**src/rtl/tx_pkg.sv**
```systemverilog
// Package tx_pkg
// Shared constants and the frame builder for the serial transmitter.
// Assumes characters of at most CHAR_W bits and at most two stop bits.
package tx_pkg;
    localparam int CHAR_W    = 8;
    localparam int MIN_LEN   = 5;
    localparam int FRAME_MAX = 1 + CHAR_W + 1 + 2;
    localparam int NB_W      = $clog2(FRAME_MAX + 1);

    localparam logic [1:0] PAR_EVEN = 2'd1;
    localparam logic [1:0] PAR_ODD  = 2'd2;

    typedef struct packed {
        logic [NB_W-1:0]      nbits;
        logic [FRAME_MAX-1:0] bits;
    } frame_t;

    // Assemble start, data (LSB first), optional parity and stop bits.
    function automatic frame_t build_frame(
        input logic [CHAR_W-1:0] data,
        input logic [1:0]        len_sel,
        input logic [1:0]        par_sel,
        input logic              two_stop
    );
        frame_t f;
        int n_data;
        int idx;
        logic [CHAR_W-1:0] masked;
        logic par_bit;
        n_data = int'(len_sel) + MIN_LEN;
        masked = '0;
        f.bits = '1;
        f.bits[0] = 1'b0;
        for (int i = 0; i < CHAR_W; i++) begin
            if (i < n_data) begin
                masked[i]      = data[i];
                f.bits[1 + i]  = data[i];
            end
        end
        idx = 1 + n_data;
        if (par_sel == PAR_EVEN || par_sel == PAR_ODD) begin
            par_bit = ^masked;
            if (par_sel == PAR_ODD) par_bit = ~par_bit;
            f.bits[idx] = par_bit;
            idx = idx + 1;
        end
        idx = idx + (two_stop ? 2 : 1);
        f.nbits = NB_W'(idx);
        return f;
    endfunction
endpackage

```
**src/rtl/tx_fifo.sv**
```systemverilog
// Module tx_fifo
// Synchronous single-clock queue for transmit characters.
// Assumes DEPTH is a power of two; writes while full are dropped,
// reads are only issued when not empty.
module tx_fifo #(
    parameter int W     = 8,
    parameter int DEPTH = 16
) (
    input  logic                         clk,
    input  logic                         rst_n,
    input  logic                         wr_en,
    input  logic [W-1:0]                 wr_data,
    input  logic                         rd_en,
    output logic [W-1:0]                 rd_data,
    output logic                         empty,
    output logic                         full,
    output logic [$clog2(DEPTH+1)-1:0]   count
);
    localparam int PTR_W = $clog2(DEPTH);
    localparam int CNT_W = $clog2(DEPTH + 1);

    logic [W-1:0]     mem_q [DEPTH];
    logic [PTR_W-1:0] wr_ptr_q;
    logic [PTR_W-1:0] rd_ptr_q;
    logic [CNT_W-1:0] count_q;
    logic             do_wr;
    logic             do_rd;

    assign full    = (count_q == CNT_W'(DEPTH));
    assign empty   = (count_q == '0);
    assign count   = count_q;
    assign rd_data = mem_q[rd_ptr_q];
    assign do_wr   = wr_en && !full;
    assign do_rd   = rd_en && !empty;

    // Store accepted characters.
    always_ff @(posedge clk) begin
        if (do_wr) mem_q[wr_ptr_q] <= wr_data;
    end

    // Advance pointers and occupancy.
    always_ff @(posedge clk) begin
        if (!rst_n) begin
            wr_ptr_q <= '0;
            rd_ptr_q <= '0;
            count_q  <= '0;
        end else begin
            if (do_wr) wr_ptr_q <= wr_ptr_q + 1'b1;
            if (do_rd) rd_ptr_q <= rd_ptr_q + 1'b1;
            if (do_wr && !do_rd)      count_q <= count_q + 1'b1;
            else if (do_rd && !do_wr) count_q <= count_q - 1'b1;
        end
    end

    // a write into a full queue with no read leaves occupancy unchanged.
    a_r10_drop_when_full: assert property (@(posedge clk) disable iff (!rst_n)
        (wr_en && full && !rd_en) |=> $stable(count_q));

    // the framer never pops an empty queue.
    a_r9_no_pop_empty: assert property (@(posedge clk) disable iff (!rst_n)
        rd_en |-> !empty);
endmodule

```
**src/rtl/tx_baud.sv**
```systemverilog
// Module tx_baud
// Bit-period divider: while run is high, tick pulses once every div+1 cycles,
// the first tick div+1 cycles after run rises. Assumes div is stable while run.
module tx_baud #(
    parameter int DIV_W = 16
) (
    input  logic             clk,
    input  logic             rst_n,
    input  logic             run,
    input  logic [DIV_W-1:0] div,
    output logic             tick
);
    logic [DIV_W-1:0] cnt_q;

    assign tick = run && (cnt_q >= div);

    // Count cycles within the current bit, restarting on each tick.
    always_ff @(posedge clk) begin
        if (!rst_n)            cnt_q <= '0;
        else if (!run || tick) cnt_q <= '0;
        else                   cnt_q <= cnt_q + 1'b1;
    end

    // the counter is cleared whenever the divider is idle.
    a_r6_idle_clear: assert property (@(posedge clk) disable iff (!rst_n)
        !run |=> (cnt_q == '0));
endmodule

```
**src/rtl/tx_framer.sv**
```systemverilog
// Module tx_framer
// Loads one character per frame from the queue, shifts it out on each bit
// tick, chains characters back to back, and pulses all_sent when the queue
// runs dry. Assumes configuration is stable while busy.
module tx_framer
    import tx_pkg::*;
(
    input  logic              clk,
    input  logic              rst_n,
    input  logic              start_cmd,
    input  logic              tick,
    input  logic              q_empty,
    input  logic [CHAR_W-1:0] q_data,
    input  logic [1:0]        cfg_len,
    input  logic [1:0]        cfg_par,
    input  logic              cfg_two_stop,
    output logic              pop,
    output logic              busy,
    output logic              txd,
    output logic              all_sent
);
    logic                 busy_q;
    logic [FRAME_MAX-1:0] shreg_q;
    logic [NB_W-1:0]      left_q;
    logic                 all_sent_q;
    logic                 char_end;
    logic                 load;
    frame_t               next_frame;

    // Detect the end of the last bit of the current character.
    assign char_end = busy_q && tick && (left_q == NB_W'(1));

    // Load on an accepted start command or to chain the next character.
    assign load = (!busy_q && start_cmd && !q_empty) || (char_end && !q_empty);

    // Build the frame for the character at the head of the queue.
    always_comb begin
        next_frame = build_frame(q_data, cfg_len, cfg_par, cfg_two_stop);
    end

    assign pop      = load;
    assign busy     = busy_q;
    assign txd      = shreg_q[0];
    assign all_sent = all_sent_q;

    // Shift register, bit counter and completion pulse.
    always_ff @(posedge clk) begin
        if (!rst_n) begin
            busy_q     <= 1'b0;
            shreg_q    <= '1;
            left_q     <= '0;
            all_sent_q <= 1'b0;
        end else begin
            all_sent_q <= char_end && q_empty;
            if (load) begin
                busy_q  <= 1'b1;
                shreg_q <= next_frame.bits;
                left_q  <= next_frame.nbits;
            end else if (char_end) begin
                busy_q  <= 1'b0;
                shreg_q <= '1;
                left_q  <= '0;
            end else if (busy_q && tick) begin
                shreg_q <= {1'b1, shreg_q[FRAME_MAX-1:1]};
                left_q  <= left_q - 1'b1;
            end
        end
    end

    // sending only begins after a start command.
    a_r1_needs_start: assert property (@(posedge clk) disable iff (!rst_n)
        $rose(busy_q) |-> $past(start_cmd));

    // the first bit of a transmission is the low start bit.
    a_r3_start_low: assert property (@(posedge clk) disable iff (!rst_n)
        $rose(busy_q) |-> !txd);

    // the line holds its bit between ticks.
    a_r6_bit_hold: assert property (@(posedge clk) disable iff (!rst_n)
        (busy_q && $past(busy_q) && !$past(tick)) |-> $stable(txd));

    // completion is a single-cycle pulse with the line at mark.
    a_r8_pulse_one: assert property (@(posedge clk) disable iff (!rst_n)
        all_sent_q |=> !all_sent_q);
    a_r8_idle_mark: assert property (@(posedge clk) disable iff (!rst_n)
        all_sent_q |-> (txd && !busy_q));
endmodule

```
**src/rtl/async_char_tx.sv**
```systemverilog
// Module async_char_tx
// Command-started asynchronous character transmitter: queue, bit-rate
// divider and framer. Assumes configuration changes only while idle.
module async_char_tx
    import tx_pkg::*;
#(
    parameter int DEPTH = 16,
    parameter int DIV_W = 16
) (
    input  logic              clk,
    input  logic              rst_n,
    input  logic              wr_en,
    input  logic [CHAR_W-1:0] wr_data,
    input  logic              start_cmd,
    input  logic [DIV_W-1:0]  cfg_div,
    input  logic [1:0]        cfg_len,
    input  logic [1:0]        cfg_par,
    input  logic              cfg_two_stop,
    output logic              txd,
    output logic              pool_ready,
    output logic              all_sent,
    output logic              fifo_full
);
    localparam int CNT_W = $clog2(DEPTH + 1);
    localparam int HALF  = DEPTH / 2;

    logic              q_pop;
    logic              q_empty;
    logic [CHAR_W-1:0] q_data;
    logic [CNT_W-1:0]  q_count;
    logic              busy;
    logic              bit_tick;

    tx_fifo #(.W(CHAR_W), .DEPTH(DEPTH)) u_fifo (
        .clk     (clk),
        .rst_n   (rst_n),
        .wr_en   (wr_en),
        .wr_data (wr_data),
        .rd_en   (q_pop),
        .rd_data (q_data),
        .empty   (q_empty),
        .full    (fifo_full),
        .count   (q_count)
    );

    tx_baud #(.DIV_W(DIV_W)) u_baud (
        .clk   (clk),
        .rst_n (rst_n),
        .run   (busy),
        .div   (cfg_div),
        .tick  (bit_tick)
    );

    tx_framer u_framer (
        .clk          (clk),
        .rst_n        (rst_n),
        .start_cmd    (start_cmd),
        .tick         (bit_tick),
        .q_empty      (q_empty),
        .q_data       (q_data),
        .cfg_len      (cfg_len),
        .cfg_par      (cfg_par),
        .cfg_two_stop (cfg_two_stop),
        .pop          (q_pop),
        .busy         (busy),
        .txd          (txd),
        .all_sent     (all_sent)
    );

    // Refill request from queue occupancy.
    assign pool_ready = (q_count <= CNT_W'(HALF));

    // a full queue never asks for more data.
    a_r7_full_not_ready: assert property (@(posedge clk) disable iff (!rst_n)
        fifo_full |-> !pool_ready);
endmodule

```
**config.mk**
```make
export PLATFORM = sky130hd
export DESIGN_NAME = async_char_tx
export DESIGN_NICKNAME = d
export VERILOG_FILES = /design/src/rtl/tx_pkg.sv /design/src/rtl/tx_fifo.sv /design/src/rtl/tx_baud.sv /design/src/rtl/tx_framer.sv /design/src/rtl/async_char_tx.sv
export SDC_FILE = /design/constraint.sdc
export NUM_CORES = 1
export LEC_CHECK = 0
export BUFFER_PORTS_ARGS = -buffer_cell sky130_fd_sc_hd__buf_2
export CELL_PAD_IN_SITES_DETAIL_PLACEMENT = 1
export CELL_PAD_IN_SITES_GLOBAL_PLACEMENT = 2
export CORE_UTILIZATION = 44
export CTS_CLUSTER_DIAMETER = 150
export DETAILED_ROUTE_END_ITERATION = 10
export PLACE_DENSITY = 0.84
export REMOVE_ABC_BUFFERS = 1
export SYNTH_ARGS = -nofsm -noshare
export SYNTH_HDL_FRONTEND = slang
export SYNTH_SLANG_ARGS = --single-unit
```
**constraint.sdc**
```tcl
create_clock -name clk -period 4.62 [get_ports clk]
set_input_delay 0.924 -clock clk [delete_from_list [all_inputs] [get_ports clk]]
set_output_delay 0.924 -clock clk [all_outputs]
set_load 0.01 [all_outputs]
```
# ---- Yosys cells after proc, flatten, opt, wreduce, memory -nomap -nowiden
# Memory sizes are Yosys's and may differ from the RTL's. A register that Yosys moved wholly into a read port is not among the register bits.
# Index checks and enable logic that the tools add are counted.
dict set report word_totals {
  regBits 47
  ramBits 128
  in_bits 33
  output_inout_bits 4
  elab_cells 101
  mem_count 1
}
# name depth word_bits read_ports rd_clocked_by_memory_dff wr line
set memory_table {}
lappend memory_table {u_fifo.mem_q 16 8 1 1 1 tx_fifo.sv:22} ;# logic [W-1:0] mem_q [DEPTH];
dict set report op_classes {
  n_addsub 10
  n_lt_le_gt_ge 12
  eq_ne 4
  n_mux 38
  bitwise_logic 2
  n_reduce_logical 26
}
# cell n
set ops {}
lappend ops {{$lt 4x32->1 const A} 4}
lappend ops {{$lt 3x32->1 const A} 2}
lappend ops {{$mux 12} 4}
lappend ops {{$lt 1x32->1 const A} 1}
lappend ops {{$lt 2x32->1 const A} 1}
lappend ops {{$mux 4} 6}
lappend ops {{$mux 1} 23}
lappend ops {{$add 16x1->16 const B} 1}
lappend ops {{$ge 16x16->1} 1}
lappend ops {{$bwmux 12} 1}
lappend ops {{$logic_and 1x1->1} 12}
lappend ops {{$mux 5} 2}
lappend ops {{$add 4x1->4 const B} 2}
lappend ops {{$reduce_xor 8->1} 1}
lappend ops {{$add 1x4->5 const A} 1}
lappend ops {{$add 5x1->5 const B} 1}
lappend ops {{$eq 5x5->1 const B} 1}
lappend ops {{$ge 5x1->1 const B} 1}
lappend ops {{$le 5x4->1 const B} 1}
lappend ops {{$logic_not 1->1} 5}
lappend ops {{$logic_not 5->1} 1}
lappend ops {{$lt 5x5->1 const B} 1}
lappend ops {{$sub 5x1->5 const B} 1}
lappend ops {{$add 2x3->4 const B} 1}
lappend ops {{other kinds (13)} 17}

# ---- Longest topological paths before layout
# Gate-level depths: netlist of run 1.
dict set report depth {
  depth_word 10
  mapped_depth 17
  mapped_depth_nobuf 17
}

# ---- Cells and area by module
# From an unflattened synthesis of run 1, not the netlist that was laid out.
dict set report unflattened {
  hier_cells 615
  hier_area_um2 8364.3
}
# mod n_inst cells_per_inst area_per_inst_um2 seq_area_each_um2
set by_module_without_submodules {}
lappend by_module_without_submodules {tx_fifo 1 307 5750.5 4184.0}
lappend by_module_without_submodules {tx_framer 1 170 1372.6 360.3}
lappend by_module_without_submodules {tx_baud 1 136 1229.9 320.3}
lappend by_module_without_submodules {async_char_tx 1 2 11.3 0.0}

# ---- Worst setup path before layout of run 1
# Ideal clock, no wire load.
dict set report synth_timing {
  path_type {input to register}
  startpoint {in cfg_div[0]}
  endpoint {reg u_fifo.count_q[4] (netlist: u_fifo.count[4])}
  setup_ps 76
  arrival_ps 3939
  required_time_ps 4544
  setup_slack_ps 606
  stages 16
  n_path_buf 0
  path_cell_list {ha_1 nand2b_1 a211oi_1 o21bai_1 a31oi_1 o2bb2ai_1 a31o_2 inv_2 ha_1 inv_1 fa_1 a21o_1 a21oi_1 xnor2_1 or3_1 a21boi_0}
}
dict set report synth_between {
  elab_chain_len 10
  elab_cells_between_ends 12
  classes_between {order compare (1); mux (1); reduce/logical (10)}
}
# item line
set synth_rtl {}
lappend synth_rtl {{start: declaration} async_char_tx.sv:15} ;# input logic [DIV_W-1:0] cfg_div,
lappend synth_rtl {{$ge 16x16->1 (*)} tx_baud.sv:15} ;# assign tick = run && (cnt_q >= div);
lappend synth_rtl {{$logic_and 1x1->1 (*)} tx_baud.sv:15}
lappend synth_rtl {{$logic_and 1x1->1 (*) (2 in a row)} tx_framer.sv:31} ;# assign char_end = busy_q && tick && (left_q == NB_W'(1));
lappend synth_rtl {{$logic_and 1x1->1 (*)} tx_framer.sv:34} ;# assign load = (!busy_q && start_cmd && !q_empty) || (char_end && !q_empty);
lappend synth_rtl {{$logic_or 1x1->1 (*)} tx_framer.sv:34}
lappend synth_rtl {{$logic_and 1x1->1 (*)} tx_fifo.sv:34} ;# assign do_rd = rd_en && !empty;
lappend synth_rtl {{$logic_not 1->1} tx_fifo.sv:50} ;# if (do_wr && !do_rd) count_q <= count_q + 1'b1;
lappend synth_rtl {{$logic_and 1x1->1} tx_fifo.sv:50}
lappend synth_rtl {{$mux 5 or $reduce_bool 2->1 (tied branches)} -}
lappend synth_rtl {{end signal: assignment} tx_fifo.sv:50}
lappend synth_rtl {{end signal: assignment} tx_fifo.sv:51} ;# else if (do_rd && !do_wr) count_q <= count_q - 1'b1;
lappend synth_rtl {{end: declaration} tx_fifo.sv:25} ;# logic [CNT_W-1:0] count_q;
# Every way passes the cells marked *; elsewhere a longest branch is shown, timed or not.
# A chain may end at the register's enable or synchronous reset.

# ---- Worst setup path in the final report of run 1
# Ends and elaborated chain as after synthesis.

==> results of run 1 <==
stage by stage:
step	worst slack [ns]	utilization, %	instance area [um^2]	hold WS (ns)	total power, uW
finish	0.6508	50.99	9223	0.4844	4801
floorplan	0.5390	-	8048	0.4334	2986
global route	0.3883	50.99	9223	0.5152	5043
CTS	0.6645	50.99	9223	0.4862	4844
global placement	0.3577	47.64	8617	0.4561	3329
detailed placement	0.2175	47.64	8617	0.4667	3396
worst min-delay path, cell delays in order (launching register included):
cell     delay [ns]
dfxtp_1        0.32
nand2_1        0.05
nand3_1        0.06
layout by cell type, fill, tap and decap left out, types with 3 or more instances in the layout:
master / n
nor3b_1: 4
o21ai_0: 18
edfxtp_1: 128
inv_1: 34
and3_1: 4
nor3_1: 7
a21boi_0: 6
and2_1: 10
nand2_1: 43
xor2_1: 13
a21oi_1: 13
xnor2_1: 19
clkinv_8: 6
nor2_1: 42
mux2i_1: 5
nor3_2: 4
mux4_2: 28
nor2b_1: 12
nand2b_1: 7
a31oi_1: 3
or3_1: 4
o211ai_1: 7
inv_8: 4
clkbuf_16: 17
a211oi_1: 4
nand3_1: 12
a21o_1: 8
nand4_1: 4
dfxtp_1: 51
buf_4: 11
ha_1: 40
buf_2: 36
mux4_1: 8
synth_stat cells, types with 3 or more instances:
cell type	n	area (um^2)
a211oi_1	4	30.03
a21boi_0	6	45.04
a21o_1	8	60.06
a21oi_1	13	65.06
a31oi_1	3	18.77
and2_1	10	62.56
and3_1	4	25.02
buf_2	7	35.03
clkbuf_1	11	41.29
dfxtp_1	51	1021
edfxtp_1	128	3844
ha_1	40	500.5
inv_1	34	127.6
mux2i_1	5	50.05
mux4_1	8	210.2
mux4_2	28	630.6
nand2_1	43	161.4
nand2b_1	7	43.79
nand3_1	12	60.06
nand4_1	4	25.02
nor2_1	42	157.7
nor2b_1	12	75.07
nor3_1	11	55.05
nor3b_1	4	30.03
o211ai_1	7	52.55
o21ai_0	18	90.09
or3_1	4	25.02
xnor2_1	19	166.4
xor2_1	13	113.9
per-layer routing:
metal | part of all wire [%] | GRT usage, % | vias up
met5 | 0 | 0 | -
met1 | 44 | 24.45 | 2439
met2 | 51 | 34.02 | 90
li1 | - | - | 2256
met4 | 1.1 | 6.801 | 0
met3 | 3.8 | 3.498 | 17
state kept, by name, indices dropped and copies added, names as in the netlist, named ones only:
register	cells
u_framer.shreg_q	12
u_fifo.wr_ptr_q	4
u_fifo.rd_ptr_q	4
u_framer.busy	1
u_fifo.mem_q	128
u_framer.left_q	4
u_fifo.count	5
u_framer.all_sent	1
u_baud.cnt_q	16
path summary, 6_finish.rpt:
| path | from | to | slack (ns) | depth (start not counted) |
|---|---|---|---|---|
| setup / recovery | cfg_div[0] | u_fifo.count[4] | 0.65 | 17 |
| hold / removal | u_framer.shreg_q[1] | u_framer.shreg_q[1] | 0.48 | 2 |
| setup reg to reg | u_baud.cnt_q[0] | u_fifo.count[4] | 0.79 | 17 |
| hold reg to reg | u_framer.shreg_q[1] | u_framer.shreg_q[1] | 0.48 | 2 |
cell families after synthesis:
family | share of synthesized area (%)
DFF | 59.60
and+or+nand+nor | 9.091
xor gates and xnor gates | 4.461
buffers and inverters | 3.005
muxes | 11.05
adders and majority gates | 6.623
AOI/OAI and AO/OA | 6.163
area by class of cell:
class                           count  share of cell area (%)
Inverter                           35                   1.425
Tap cell                          229                   3.107
Clock buffer                       17                   4.613
Clock inverter                     15                   1.954
Multi-Input combinational cell    351                   33.31
Timing Repair Buffer               47                   2.849
Sequential cell                   179                   52.75
power by group through the flow:
stage                     combinational, uW  sequential [uW]  clock [uW]
after global placement                 1340             1990           0
after floorplan                         991             2000           0
after detailed placement               1390             2000           0
after global routing                   1530             1990        1520
after CTS                              1410             1970        1470
final                                  1390             1970        1440
==> run_results.csv, run 1 <==
group,metric,value,unit
outcome,status,"finished, violations left",
outcome,violations,"DRC",
setup_path,endpoint_kind,"flop",
timing,fmax,251.9,MHz
timing,finalHoldViolations,0,
setup_path,path_delay_family,"compound AO/OA/AOI/OAI gates",
timing,period_minus_slack,3.969,ns
setup_path,critPathSlowestCell,"fa_1",
setup_path,crit_fanout,13,
synthesis,ys_warn_count,0,
clock_tree,cts_num_sinks,179,
finish,nNetsFinal,706,
global_routing,antenna_found_initial,0,
detailed_routing,drt_pre_antenna_iters,8,
pwr,p_seq_share,40.9,%
timing,rsz0062_at_grt,"no",
synthesis,async_reset_ff_share,0,%
setup_path,path_cells,"buf_2, ha_1, nand2b_1, a211oi_1, o21bai_1, a31oi_1, o2bb2ai_1, a31o_2, inv_2, ha_1, inv_1, fa_1, a21o_1, a21oi_1, xnor2_1, or3_1, a21boi_0",
synthesis,synth_cell_type_count,52,
finish,multiInputGateArea,3072,um^2
finish,nFillCells,1772,
pwr,power.leakage,0.003363,uW
pwr,pwr-share-comb,29.0,%
synthesis,syn_area_per_cell,13.90,um^2
pwr,sw_frac_of_total,32.78,%
clock_tree,clk_path_buf_depth,2,
finish,instances_no_fill,873,
run,maxCapViolations,0,
timing,tightest_slew,0.9824,ns
synthesis,synth_cells,587,
finish,n_antenna_cell,0,
setup_path,critical-path-max-stage-delay,0.42,ns
pwr,vdd_ir_drop_max,0.3076,mV
timing,fin_crit_sh,85.91,%
floorplanning,die_h,138.2,um
floorplanning,die_w,138.2,um
pwr,power.share.clock,30.1,%
setup_path,worst-endpoint-arrival,4.32,ns
synthesis,ys_seq_area_share,59.60,%
timing,slew_viol_final,0,
timing,max-slew-margin-rel,34.26,%
global_routing,track_usage,19.48,%
detailed_routing,drc,6,
clock_tree,postCtsSetupRepairBufs,0,
finish,seqCellArea,4865,um^2
placed_design,dp.cells,841,
floorplanning,initial_core_util,45.13,%
setup_path,path_buf_inv,3,
global_routing,grt_first_pass_wirelength,28010,um
detailed_routing,wl_per_cell,19.88,um
detailed_routing,ant_nets,0,
synthesis,ys_seq_elements,179,
placed_design,place.gp.congestion,0.7845,
placed_design,post-dp-hpwl,11880,um
detailed_routing,drt_iter0_markers,253,
clock_tree,post_cts_resize_count,0,
setup_path,crit_top_cell,"ha_1",
floorplanning,core,18090,um^2
setup_path,crit_path_start_kind,"input port",
clock_tree,clock_latency,0.44,ns
clock_tree,cts_buffers,17,
synthesis,netlist_area,8162,um^2
pwr,p_sw,1574,uW
setup_path,crit_required,4.97,ns
clock_tree,holdBufCountCts,0,
global_routing,grt_overflow,0,
floorplanning,ios,37,
placed_design,port_buffers,36,
detailed_routing,vias,4802,
clock_tree,path_clk_slew,0.07,ns
synthesis,synth_edf_count,128,
global_routing,grt_max_degree,34,
synthesis,synthFlopType,"edfxtp_1",
floorplanning,dieArea,19100,um^2
detailed_routing,viasPerCell,5.501,
finish,area_growth,13.00,%
detailed_routing,wirelength,17360,um
clock_tree,root_buffer,"clkbuf_16",
pwr,power_density,520.6,nW/um^2
setup_path,critical_path_class,"in -> reg",
timing,setup_violations,0,
finish,layout-drive-gt1-share,18.48,%
clock_tree,cts_tree,"done",
timing,fin_setup_tns,0,ns
global_routing,grt_pass1_vias,5105,
clock_tree,htreeDepth,4,
floorplanning,core.rowCount,49,
hold_path,hp-class,"reg -> reg",
pwr,internal-power,3227,uW
timing,fin_skew,0.01950,ns
Note: power is estimated with default switching activity, not from simulation.
==> run 2: changes to the inputs <==
REMOVE_ABC_BUFFERS = unset   (was 1)
==> run_results.csv, run 2 (synthesis results as in run 1) <==
group,metric,value,unit
outcome,status,"finished, violations left",
outcome,violations,"DRC",
hold_path,hp-class,"reg -> reg",
timing,setup_slack,0.7439,ns
finish,layout-drive-gt1-share,18.10,%
global_routing,grt_first_pass_wirelength,28590,um
run,maxCapViolations,0,
detailed_routing,ant_nets,0,
setup_path,endpoint_kind,"flop",
timing,max-slew-margin-rel,35.26,%
timing,fmax,258.0,MHz
timing,setup_violations,0,
timing,rsz0062_at_grt,"no",
finish,final_cell_mix,"128 x edfxtp_1, 51 x dfxtp_1, 43 x nand2_1, 42 x nor2_1, 40 x ha_1",
placed_design,dpl_cell_area,8597,um^2
timing,fin_skew,0.01204,ns
timing,finalHoldViolations,0,
floorplanning,dieArea,19100,um^2
floorplanning,core,18090,um^2
clock_tree,cts_buffers,17,
finish,nNetsFinal,704,
clock_tree,post_cts_resize_count,0,
floorplanning,core.rowCount,49,
pwr,p_sw,1560,uW
setup_path,worst-endpoint-arrival,4.24,ns
timing,tightest_slew,0.9658,ns
pwr,power.leakage,0.003354,uW
setup_path,crit_path_start_kind,"input port",
finish,reg.largest.list,"u_fifo.mem_q (128), u_baud.cnt_q (16), u_framer.shreg_q (12)",
detailed_routing,drt_iter0_markers,196,
clock_tree,path_clk_slew,0.07,ns
clock_tree,holdBufCountCts,0,
global_routing,track_usage,20.00,%
setup_path,critical_path_class,"in -> reg",
pwr,internal-power,3271,uW
clock_tree,cts_tree,"done",
clock_tree,htreeDepth,4,
detailed_routing,vias,4818,
synthesis,syn_nets,662,
global_routing,grt_max_degree,34,
floorplanning,ios,37,
finish,nFillCells,1778,
finish,largest_register_ffs,128,
clock_tree,postCtsSetupRepairBufs,0,
floorplanning,die_w,138.2,um
placed_design,pre_cts_slack,0.2732,ns
global_routing,antenna_found_initial,0,
pwr,vdd_ir_drop_max,0.3047,mV
finish,layout_commonest_cell,"edfxtp_1",
setup_path,crit_required,4.98,ns
setup_path,crit_fanout,6,
detailed_routing,drt_pre_antenna_iters,7,
pwr,p_seq_share,40.5,%
timing,holdWs,0.4753,ns
floorplanning,initial_core_util,45.13,%
global_routing,grt_overflow,0,
placed_design,port_buffers,36,
detailed_routing,viasPerCell,5.538,
clock_tree,cts_num_sinks,179,
timing,period_minus_slack,3.876,ns
pwr,pwr-share-comb,29.3,%
detailed_routing,drc,8,
detailed_routing,wirelength,17770,um
pwr,power,4831,uW
finish,n_antenna_cell,0,
pwr,power.share.clock,30.2,%
pwr,power_density,524.8,nW/um^2
timing,fin_crit_sh,83.90,%
pwr,sw_frac_of_total,32.30,%
finish,fin_area,9206,um^2
placed_design,place.gp.congestion,0.7513,
detailed_routing,wl_per_cell,20.43,um
clock_tree,clock_latency,0.44,ns
finish,top_register,"u_fifo.mem_q",
global_routing,grt_pass1_vias,5171,
clock_tree,clk_path_buf_depth,2,
clock_tree,root_buffer,"clkbuf_16",
placed_design,post-dp-hpwl,12370,um
timing,fin_setup_tns,0,ns
finish,area_growth,12.80,%
timing,slew_viol_final,0,
floorplanning,die_h,138.2,um
run 2: worst max-delay path: stages:
cell and delay (ns):
buf_2 0.10, ha_1 0.28, nand2b_1 0.15, a211oi_1 0.24
o21bai_1 0.10, a31oi_1 0.25, o2bb2ai_1 0.22, a31o_2 0.31
inv_2 0.06, ha_1 0.18, inv_1 0.10, fa_1 0.42
a21o_1 0.18, a21oi_1 0.17, xnor2_1 0.09, or3_1 0.30
a21boi_0 0.15
run 2: power by group through the flow:
stage          registers (uW)  logic (uW)  clock network, uW
2_1_floorplan            1940        1080                  0
3_3_place_gp             1980        1350                  0
3_5_place_dp             1990        1420                  0
4_1_cts                  1960        1430               1480
5_1_grt                  1980        1560               1550
6_report                 1960        1420               1460
run 2: path summary, 6_finish.rpt:
| path | start | endpoint | slack [ns] | cells after the start |
|---|---|---|---|---|
| max | cfg_div[0] | u_fifo.count[4] | 0.74 | 17 |
| min | u_framer.shreg_q[3] | u_framer.shreg_q[3] | 0.48 | 2 |
| max reg2reg | u_baud.cnt_q[0] | u_fifo.count[4] | 0.87 | 17 |
| min reg2reg | u_framer.shreg_q[3] | u_framer.shreg_q[3] | 0.48 | 2 |
run 2: final cells by class:
cell class              instances  area [um^2]  share of cell area, %
inverters                      35        131.4                  1.427
clock buffers                  17        425.4                  4.621
well taps                     229        286.5                  3.112
clock inverters                14        183.9                  1.998
repair buffers                 45        247.7                  2.691
flip-flops and latches        179         4865                  52.84
multi-input cells             351         3067                  33.31
run 2: metrics by stage:
step                      utilization [%]  instances
after floorplan                         -        587
after global placement              47.53        839
after detailed placement            47.53        839
after CTS                           50.90        870
after global routing                50.90        870
final                               50.90        870
run 2: per-layer routing:
layer  GRT usage [%]  routed length [um]  part of all wire, %  up-vias
li1                -                   -                    -     2255
met3           4.122                 465                  2.6       19
met4           6.268                 224                  1.3        0
met2           34.80                9167                   52       71
met5               0                   0                    0        -
met1           25.11                7914                   45     2473
